[src/rtl/divcfg_pkg.sv]
// Package: widths, the active-settings type, reset defaults and range limits
// shared by the serial divider configuration port.
package divcfg_pkg;
    localparam int R_W     = 9;
    localparam int M_W     = 10;
    localparam int TST_W   = 2;
    localparam int FRAME_W = 1 + TST_W + R_W + M_W;
    localparam int R_MIN   = 1;
    localparam int M_MIN   = 4;
    localparam int R_RESET = 1;
    localparam int M_RESET = 32;

    // Field order matches the frame: first bit in ends up most significant.
    typedef struct packed {
        logic             wide_bw;
        logic [TST_W-1:0] tst;
        logic [R_W-1:0]   r;
        logic [M_W-1:0]   m;
    } cfg_word_t;

    localparam cfg_word_t CFG_RESET = '{
        wide_bw: 1'b1,
        tst:     '0,
        r:       R_W'(R_RESET),
        m:       M_W'(M_RESET)
    };
endpackage

[src/rtl/divcfg_pin_sync.sv]
// Module: divcfg_pin_sync
// Brings a vector of asynchronous pins into the clk domain through a chain of
// STAGES flops per bit. Assumes pins change slowly compared with clk.
module divcfg_pin_sync #(
    parameter int WIDTH  = 3,
    parameter int STAGES = 2
) (
    input  logic             clk,
    input  logic             rst_n,
    input  logic [WIDTH-1:0] pin_i,
    output logic [WIDTH-1:0] lvl_o
);
    logic [WIDTH-1:0] stg [STAGES];

    // Synchronizer chain: each stage takes the one before it.
    always_ff @(posedge clk) begin
        if (!rst_n) begin
            for (int i = 0; i < STAGES; i++) stg[i] <= '0;
        end else begin
            stg[0] <= pin_i;
            for (int i = 1; i < STAGES; i++) stg[i] <= stg[i-1];
        end
    end

    assign lvl_o = stg[STAGES-1];
endmodule

[src/rtl/divcfg_edge_det.sv]
// Module: divcfg_edge_det
// Flags rising edges of already-synchronized signals, one clk cycle wide.
// Assumes inputs come from the synchronizer and are glitch free.
module divcfg_edge_det #(
    parameter int WIDTH = 2
) (
    input  logic             clk,
    input  logic             rst_n,
    input  logic [WIDTH-1:0] lvl_i,
    output logic [WIDTH-1:0] rise_o
);
    logic [WIDTH-1:0] prev_q;

    // Remember the previous level for edge comparison.
    always_ff @(posedge clk) begin
        if (!rst_n) prev_q <= '0;
        else        prev_q <= lvl_i;
    end

    assign rise_o = lvl_i & ~prev_q;
endmodule

[src/rtl/divcfg_frame_shifter.sv]
// Module: divcfg_frame_shifter
// Serial frame register. Shifts one bit in at the LSB when shift_en is high.
// frame_nxt_o shows the contents as they will be after this cycle, so a
// transfer in the same cycle sees the freshly shifted bit.
module divcfg_frame_shifter #(
    parameter int FRAME_W = divcfg_pkg::FRAME_W
) (
    input  logic               clk,
    input  logic               rst_n,
    input  logic               shift_en,
    input  logic               din,
    output logic [FRAME_W-1:0] frame_nxt_o
);
    logic [FRAME_W-1:0] frame_q;

    // Next contents: shifted on a serial clock edge, else held.
    always_comb begin
        frame_nxt_o = shift_en ? {frame_q[FRAME_W-2:0], din} : frame_q;
    end

    // Frame storage.
    always_ff @(posedge clk) begin
        if (!rst_n) frame_q <= '0;
        else        frame_q <= frame_nxt_o;
    end
endmodule

[src/rtl/divcfg_active_regs.sv]
// Module: divcfg_active_regs
// Active divider settings. When upd_en is high, takes the frame with range
// correction, raises a one-cycle valid pulse if anything changed, and sets
// the sticky error flag when a value had to be corrected.
// Assumes the frame layout of divcfg_pkg::cfg_word_t.
module divcfg_active_regs
    import divcfg_pkg::*;
(
    input  logic               clk,
    input  logic               rst_n,
    input  logic               upd_en,
    input  logic [FRAME_W-1:0] frame_i,
    output cfg_word_t          word_o,
    output logic               valid_o,
    output logic               err_o
);
    cfg_word_t raw;
    cfg_word_t fixed;
    logic      r_low;
    logic      m_low;

    // Decode the frame and force each divide value into its legal range.
    always_comb begin
        raw   = cfg_word_t'(frame_i);
        r_low = (raw.r < R_W'(R_MIN));
        m_low = (raw.m < M_W'(M_MIN));
        fixed = raw;
        if (r_low) fixed.r = R_W'(R_MIN);
        if (m_low) fixed.m = M_W'(M_MIN);
    end

    // Settings, change pulse and sticky error flag.
    always_ff @(posedge clk) begin
        if (!rst_n) begin
            word_o  <= CFG_RESET;
            valid_o <= 1'b0;
            err_o   <= 1'b0;
        end else begin
            valid_o <= 1'b0;
            if (upd_en) begin
                word_o  <= fixed;
                valid_o <= (fixed != word_o);
                if (r_low || m_low) err_o <= 1'b1;
            end
        end
    end
endmodule

[src/rtl/divcfg_serial_port.sv]
// Module: divcfg_serial_port
// Three-pin serial configuration port for synthesizer divider settings.
// The pins are synchronized to clk. Serial clock rises shift the frame. The
// active settings update on a load rise, and on every shift while load is high.
// Assumes each pin level lasts at least two clk cycles.
module divcfg_serial_port
    import divcfg_pkg::*;
#(
    parameter int SYNC_STAGES = 2
) (
    input  logic             clk,
    input  logic             rst_n,
    input  logic             ser_clk_i,
    input  logic             ser_data_i,
    input  logic             ser_load_i,
    output logic [R_W-1:0]   r_div_o,
    output logic [M_W-1:0]   m_div_o,
    output logic             wide_bw_o,
    output logic [TST_W-1:0] test_bits_o,
    output logic             cfg_valid_o,
    output logic             range_err_o
);
    localparam int PIN_N  = 3;
    localparam int PIN_CK = 0;
    localparam int PIN_DT = 1;
    localparam int PIN_LD = 2;

    logic [PIN_N-1:0]   pin_lvl;
    logic [1:0]         rise;
    logic               clk_lvl;
    logic               data_lvl;
    logic               load_lvl;
    logic               clk_rise;
    logic               load_rise;
    logic               upd_en;
    logic [FRAME_W-1:0] frame_nxt;
    cfg_word_t          word;

    divcfg_pin_sync #(.WIDTH(PIN_N), .STAGES(SYNC_STAGES)) u_sync (
        .clk   (clk),
        .rst_n (rst_n),
        .pin_i ({ser_load_i, ser_data_i, ser_clk_i}),
        .lvl_o (pin_lvl)
    );

    assign clk_lvl  = pin_lvl[PIN_CK];
    assign data_lvl = pin_lvl[PIN_DT];
    assign load_lvl = pin_lvl[PIN_LD];

    divcfg_edge_det #(.WIDTH(2)) u_edge (
        .clk    (clk),
        .rst_n  (rst_n),
        .lvl_i  ({load_lvl, clk_lvl}),
        .rise_o (rise)
    );

    assign clk_rise  = rise[0];
    assign load_rise = rise[1];

    divcfg_frame_shifter #(.FRAME_W(FRAME_W)) u_shift (
        .clk         (clk),
        .rst_n       (rst_n),
        .shift_en    (clk_rise),
        .din         (data_lvl),
        .frame_nxt_o (frame_nxt)
    );

    // Transfer on a load rise; pass shifts through while load stays high.
    always_comb begin
        upd_en = load_lvl && (load_rise || clk_rise);
    end

    divcfg_active_regs u_act (
        .clk     (clk),
        .rst_n   (rst_n),
        .upd_en  (upd_en),
        .frame_i (frame_nxt),
        .word_o  (word),
        .valid_o (cfg_valid_o),
        .err_o   (range_err_o)
    );

    assign r_div_o     = word.r;
    assign m_div_o     = word.m;
    assign wide_bw_o   = word.wide_bw;
    assign test_bits_o = word.tst;
endmodule

[config.mk]
export PLATFORM = sky130hd
export DESIGN_NAME = divcfg_serial_port
export DESIGN_NICKNAME = d
export VERILOG_FILES = /design/src/rtl/divcfg_pkg.sv /design/src/rtl/divcfg_pin_sync.sv /design/src/rtl/divcfg_edge_det.sv /design/src/rtl/divcfg_frame_shifter.sv /design/src/rtl/divcfg_active_regs.sv /design/src/rtl/divcfg_serial_port.sv
export SDC_FILE = /design/constraint.sdc
export NUM_CORES = 1
export LEC_CHECK = 0
export BUFFER_PORTS_ARGS = -buffer_cell sky130_fd_sc_hd__buf_2
export CELL_PAD_IN_SITES_DETAIL_PLACEMENT = 0
export CELL_PAD_IN_SITES_GLOBAL_PLACEMENT = 1
export CORE_AREA = 2 2 60 104
export DETAILED_ROUTE_END_ITERATION = 7
export DIE_AREA = 0 0 62 106
export GPL_TIMING_DRIVEN = 0
export PLACE_DENSITY = 0.83
export SKIP_CTS_REPAIR_TIMING = 1
export SYNTH_ARGS = -nofsm -noshare
export SYNTH_HDL_FRONTEND = slang
export SYNTH_SLANG_ARGS = --single-unit
[constraint.sdc]
create_clock -name clk -period 2.6 [get_ports clk]
set_input_delay 0.52 -clock clk [delete_from_list [all_inputs] [get_ports clk]]
set_output_delay 0.52 -clock clk [all_outputs]
set_load 0.01 [all_outputs]
# Word-level counts from Yosys, hierarchy flattened
# Memories as Yosys holds them, arrays and structs flattened.
# Index checks and enable logic that the tools add are counted.
[word_totals] register_bits=48 ramBits=6 in_bits=5 wordCells=28 memories=1
[op_classes] order_cmp=2 eq_ne=1 mux=7 n_bitwise=4 reduce_logical=5
[mem_list] memory="u_sync.stg" depth=2 word_bits=3 rd=2 rd_clocked_by_memory_dff=0 write_ports=2 line="divcfg_pin_sync.sv:13" text="logic [WIDTH-1:0] stg [STAGES];"
[ops] cell="two-way mux 22 bit" n=1
[ops] cell="!= test 22 bit" n=1
[ops] cell="< comparator 10 x 3 -> 1 bit (second input constant)" n=1
[ops] cell="two-way mux 10 bit" n=1
[ops] cell="< comparator 9 x 1 -> 1 bit (second input constant)" n=1
[ops] cell="two-way mux 9 bit" n=1
[ops] cell="two-way mux 3 bit" n=2
[ops] cell="AND reduction 2 bit" n=2
[ops] cell="AND 2 bit" n=1
[ops] cell="logical OR 1 bit" n=2
[ops] cell="two-way mux 1 bit" n=2
[ops] cell="NOT 2 bit" n=1
[ops] cell="bitwise OR 1 bit" n=2
[ops] cell="logical AND 1 bit" n=1

# Depth between registers and ports, before layout
[logic_depth] depth_word=6 depth_mapped=9 ltp_nobuf=6

# By module
# From an unflattened synthesis, not the netlist that was laid out.
[unflattened] hier_cells=214 hier_area_um2=2417.3
[modules_own_cells] module="divcfg_active_regs" instances=1 cells_per_inst=122 area_per_inst_um2=1213.7 seq_area_each_um2=480.5
[modules_own_cells] module="divcfg_frame_shifter" instances=1 cells_per_inst=70 area_per_inst_um2=935.9 seq_area_each_um2=440.4
[modules_own_cells] module="divcfg_pin_sync" instances=1 cells_per_inst=15 area_per_inst_um2=180.2 seq_area_each_um2=120.1
[modules_own_cells] module="divcfg_edge_det" instances=1 cells_per_inst=6 area_per_inst_um2=80.1 seq_area_each_um2=40.0
[modules_own_cells] module="divcfg_serial_port" instances=1 cells_per_inst=1 area_per_inst_um2=7.5 seq_area_each_um2=0.0

# Worst setup path before layout
# Ideal clock, no wire load.
[synth_path] path_kind="register to register" start="reg u_shift.frame_q[2]" end="reg u_act.valid_o" setup_ps=114 t_arrival_ps=1802 path_slack_ps=684 stages_incl_launch_ff=7 synth_period_minus_slack_ps=1916 path_cell_list="dfxtp_1 or4_4 a2111oi_4 a21oi_1 o32ai_1 o2111a_1 a21oi_2"
[synth_between] elab_chain_len=4
[synth_rtl] element="start: declaration" line="divcfg_frame_shifter.sv:14" text="logic [FRAME_W-1:0] frame_q;"
[synth_rtl] element="start signal: assignment" line="divcfg_frame_shifter.sv:24" text="else frame_q <= frame_nxt_o;"
[synth_rtl] element="two-way mux 22 bit (*)" line="divcfg_frame_shifter.sv:18" text="frame_nxt_o = shift_en ? {frame_q[FRAME_W-2:0], din} : frame_q;"
[synth_rtl] element="< comparator 10 x 3 -> 1 bit" line="divcfg_active_regs.sv:26" text="m_low = (raw.m < M_W'(M_MIN));"
[synth_rtl] element="two-way mux 10 bit (*)" line="divcfg_active_regs.sv:29" text="if (m_low) fixed.m = M_W'(M_MIN);"
[synth_rtl] element="!= test 22 bit (*)" line="divcfg_active_regs.sv:42" text="valid_o <= (fixed != word_o);"
[synth_rtl] element="end signal: assignment" line="divcfg_active_regs.sv:42"
[synth_rtl] element="end: declaration" line="divcfg_active_regs.sv:14" text="output logic valid_o,"
# Mark *: on every way between the ends. The rest lies on a longest branch, timed or not.
# A chain may end at the register's enable or synchronous reset.

# Worst setup path after layout
[layout_path] start="reg u_edge.prev_q[0]" end="reg u_act.valid_o"
[layout_between] elab_chain_len=6 elab_cells_between_ends=11
[layout_rtl] element="start: declaration" line="divcfg_edge_det.sv:12" text="logic [WIDTH-1:0] prev_q;"
[layout_rtl] element="start signal: assignment" line="divcfg_edge_det.sv:17" text="else prev_q <= lvl_i;"
[layout_rtl] element="NOT 2 bit (*)" line="divcfg_edge_det.sv:20" text="assign rise_o = lvl_i & ~prev_q;"
[layout_rtl] element="AND 2 bit (*)" line="divcfg_edge_det.sv:20"
[layout_rtl] element="two-way mux 22 bit" line="divcfg_frame_shifter.sv:18"
[layout_rtl] element="< comparator 10 x 3 -> 1 bit or < comparator 9 x 1 -> 1 bit (tied branches)" line="divcfg_active_regs.sv:26, divcfg_active_regs.sv:25"
[layout_rtl] element="two-way mux 10 bit or two-way mux 9 bit (tied branches)" line="divcfg_active_regs.sv:29, divcfg_active_regs.sv:28"
[layout_rtl] element="!= test 22 bit" line="divcfg_active_regs.sv:42"
# Marked as above.

==> impl_metrics.ini <==
[cells_and_area]
final_common_cell = dfxtp_1
finalInstanceArea_sq_um = 2805
finalNetCount = 301
syn_to_final_growth_pct = 15.21
fin_util = 0.4848
final_cell_mix = 54 x dfxtp_1, 30 x buf_2, 30 x nand2_1
layout.cells.non_filler = 375
drive_gt1_frac = 0.1481
n_fill_cell = 577
antennaDiodeCount = 0

[setup_path]
cp_slowest_cell = mux2i_1
start_kind = register
path_delay_family = simple AND/OR/NAND/NOR gates
cp.required_ps = 2810
timing.critical_path.to_type = register
crit_chain = nand2b_1, buf_4, buf_2, mux2i_1, xnor2_1, nor4_1, and4_1, a21oi_2
worstPathArrival_ps = 2480
critPathBufInv = 2
crit_type = register to register
cp_slowest_stage_delay_ps = 380
cp_max_fo = 10

[yosys]
synth-main-ff-cell = dfxtp_1
synthCells = 262
ys_ff_latch = 54
synth_cell_types = 43
avgSynthCellArea_sq_um = 9.293
yosys_warnings = 0
syn-num-nets = 267
synth-edff-count = 0
async_flop_share = 0
synth_area_sq_um = 2435
seq_area_frac_synth = 0.4440

[pwr]
powerDensity_nw_per_um2 = 599.1
ir_worst_vdd_v = 0.0003612
power.leakage_nw = 1.368

[floorplanning]
num_rows = 37
core_area_sq_um = 5787
start_util = 0.4208
die_x_microns = 62
die_h_microns = 106
boundaryPins = 29
die-area_sq_um = 6572

[routing]
ant_nets = 0
drcViolationCount = 0
drt-total-wl_microns = 6146
routedWlPerCell_microns = 16.39
vias = 1995
firstDrtPassIters = 4
drt_iter0_markers = 75
via_per_inst = 5.320

[placed_design]
dp_hpwl_microns = 4564
portBuffers = 27
dpl.cell_count = 367
place_area_sq_um = 2668
dp_slack_ps = 309.6
gp_congestion = 0.8312

[timing]
finalSetupTns_ps = 0
setup_viol = 0
worst_slack_ps = 327.1
slew_headroom = 0.5684
fmax_ghz = 0.4400
post-route-period-util = 0.8742
drv_slew = 0
worst_pin_slew_ps = 647.4
period_needed_ps = 2273
finalClockSkew_ps = 18.91
rsz0062_at_grt = false
finalHoldViolCount = 0

[global_routing]
grt_overflow = 0
grt_first_pass_wirelength_microns = 9811
grtUsageTotal = 0.2039
antenna_found_initial = 0
grt_pass1_vias = 1980
grt_start_max_net_pins = 18

[clock_network]
cts_buffers = 5
cts_root_buffer = clkbuf_8
tritoncts = built
worstSkewPairLatency_ps = 320
path_clk_slew_ps = 90
cts_buffer_depth = 2
cts_htree_levels = 2
clock_sinks = 54

[hold_path]
hold_path_class = input port to register

[flow_run]
maxCapViolCount = 0

[outcome]
status = complete, no violations
## kinds of logic after synthesis
logic type | after synthesis | share of synthesized area
and+or+nand+nor | 92 | 0.1989
AOI/OAI and AO/OA | 56 | 0.1835
DFF | 54 | 0.4440
buffers and inverters | 26 | 0.04317
xor gates and xnor gates | 18 | 0.06475
muxes | 16 | 0.06577
## flip-flops by register name (all words and copies together) (netlist names)
signal / cells
u_edge.prev_q: 2
u_sync.stg: 6
u_act.valid_o: 1
u_shift.frame_q: 22
u_act.err_o: 1
u_act.word_o: 22
## through the flow
stage	power [mW]	hold WS, ps
3_5_place_dp	1.022	422.5
6_report	1.681	406.1
2_1_floorplan	0.9740	411.9
3_3_place_gp	1.021	414.8
4_1_cts	1.695	400.3
5_1_grt	1.738	410.6
## metal layers
| metal | up-vias | wire [microns] | GRT usage |
|---|---|---|---|
| met5 | - | 0 | 0 |
| met3 | 15 | 196 | 0.02555 |
| li1 | 975 | - | - |
| met4 | 0 | 227 | 0.09271 |
| met1 | 947 | 2438 | 0.2370 |
| met2 | 58 | 3284 | 0.3512 |
## final cells by class
cell class | count | area [sq um] | area share
Clock inverter | 3 | 68.82 | 0.02453
Multi-Input combinational cell | 182 | 1249 | 0.4451
Sequential cell | 54 | 1081 | 0.3854
Inverter | 11 | 41.29 | 0.01472
Clock buffer | 5 | 68.82 | 0.02453
Buffer | 15 | 63.81 | 0.02275
Timing Repair Buffer | 27 | 135.1 | 0.04817
Tap cell | 78 | 97.59 | 0.03479
## report_power, final
part / total [mW] / internal [mW] / switching, mW
Combinational: 0.136 / 0.0599 / 0.0765
Clock: 0.678 / 0.386 / 0.292
Sequential: 0.867 / 0.848 / 0.0186
## synthesized netlist by cell type (all sizes together), types with 2 or more instances
cell type / instances / area, sq um
or3: 2 / 12.51
dfxtp: 54 / 1081
mux2i: 16 / 160.2
buf: 7 / 33.78
nand3: 2 / 10.01
nor4: 4 / 25.02
xor2: 7 / 61.31
and2: 11 / 68.82
a31oi: 2 / 12.51
o21ai: 2 / 10.01
clkbuf: 8 / 30.03
a21o: 2 / 16.27
a22oi: 2 / 15.01
xnor2: 11 / 96.34
inv: 11 / 41.29
a21boi: 3 / 22.52
nor2b: 23 / 143.9
o211a: 15 / 150.1
a21oi: 15 / 78.83
o211ai: 3 / 22.52
nor2: 10 / 37.54
nand2: 30 / 112.6
nor3: 2 / 10.01
o22ai: 4 / 25.02
nand2b: 2 / 12.51
## worst paths after layout
path                                    endpoint             start  cells past startpoint  slack [ps]
worst max-delay path               u_act.valid_o  u_edge.prev_q[0]                      8         330
worst min-delay path            u_sync.stg[0][0]         ser_clk_i                      2         410
worst max register to register     u_act.valid_o  u_edge.prev_q[0]                      8         330
worst min register to register  u_sync.stg[0][3]  u_sync.stg[0][0]                      1         440
Power figures use the tool's default switching activity.
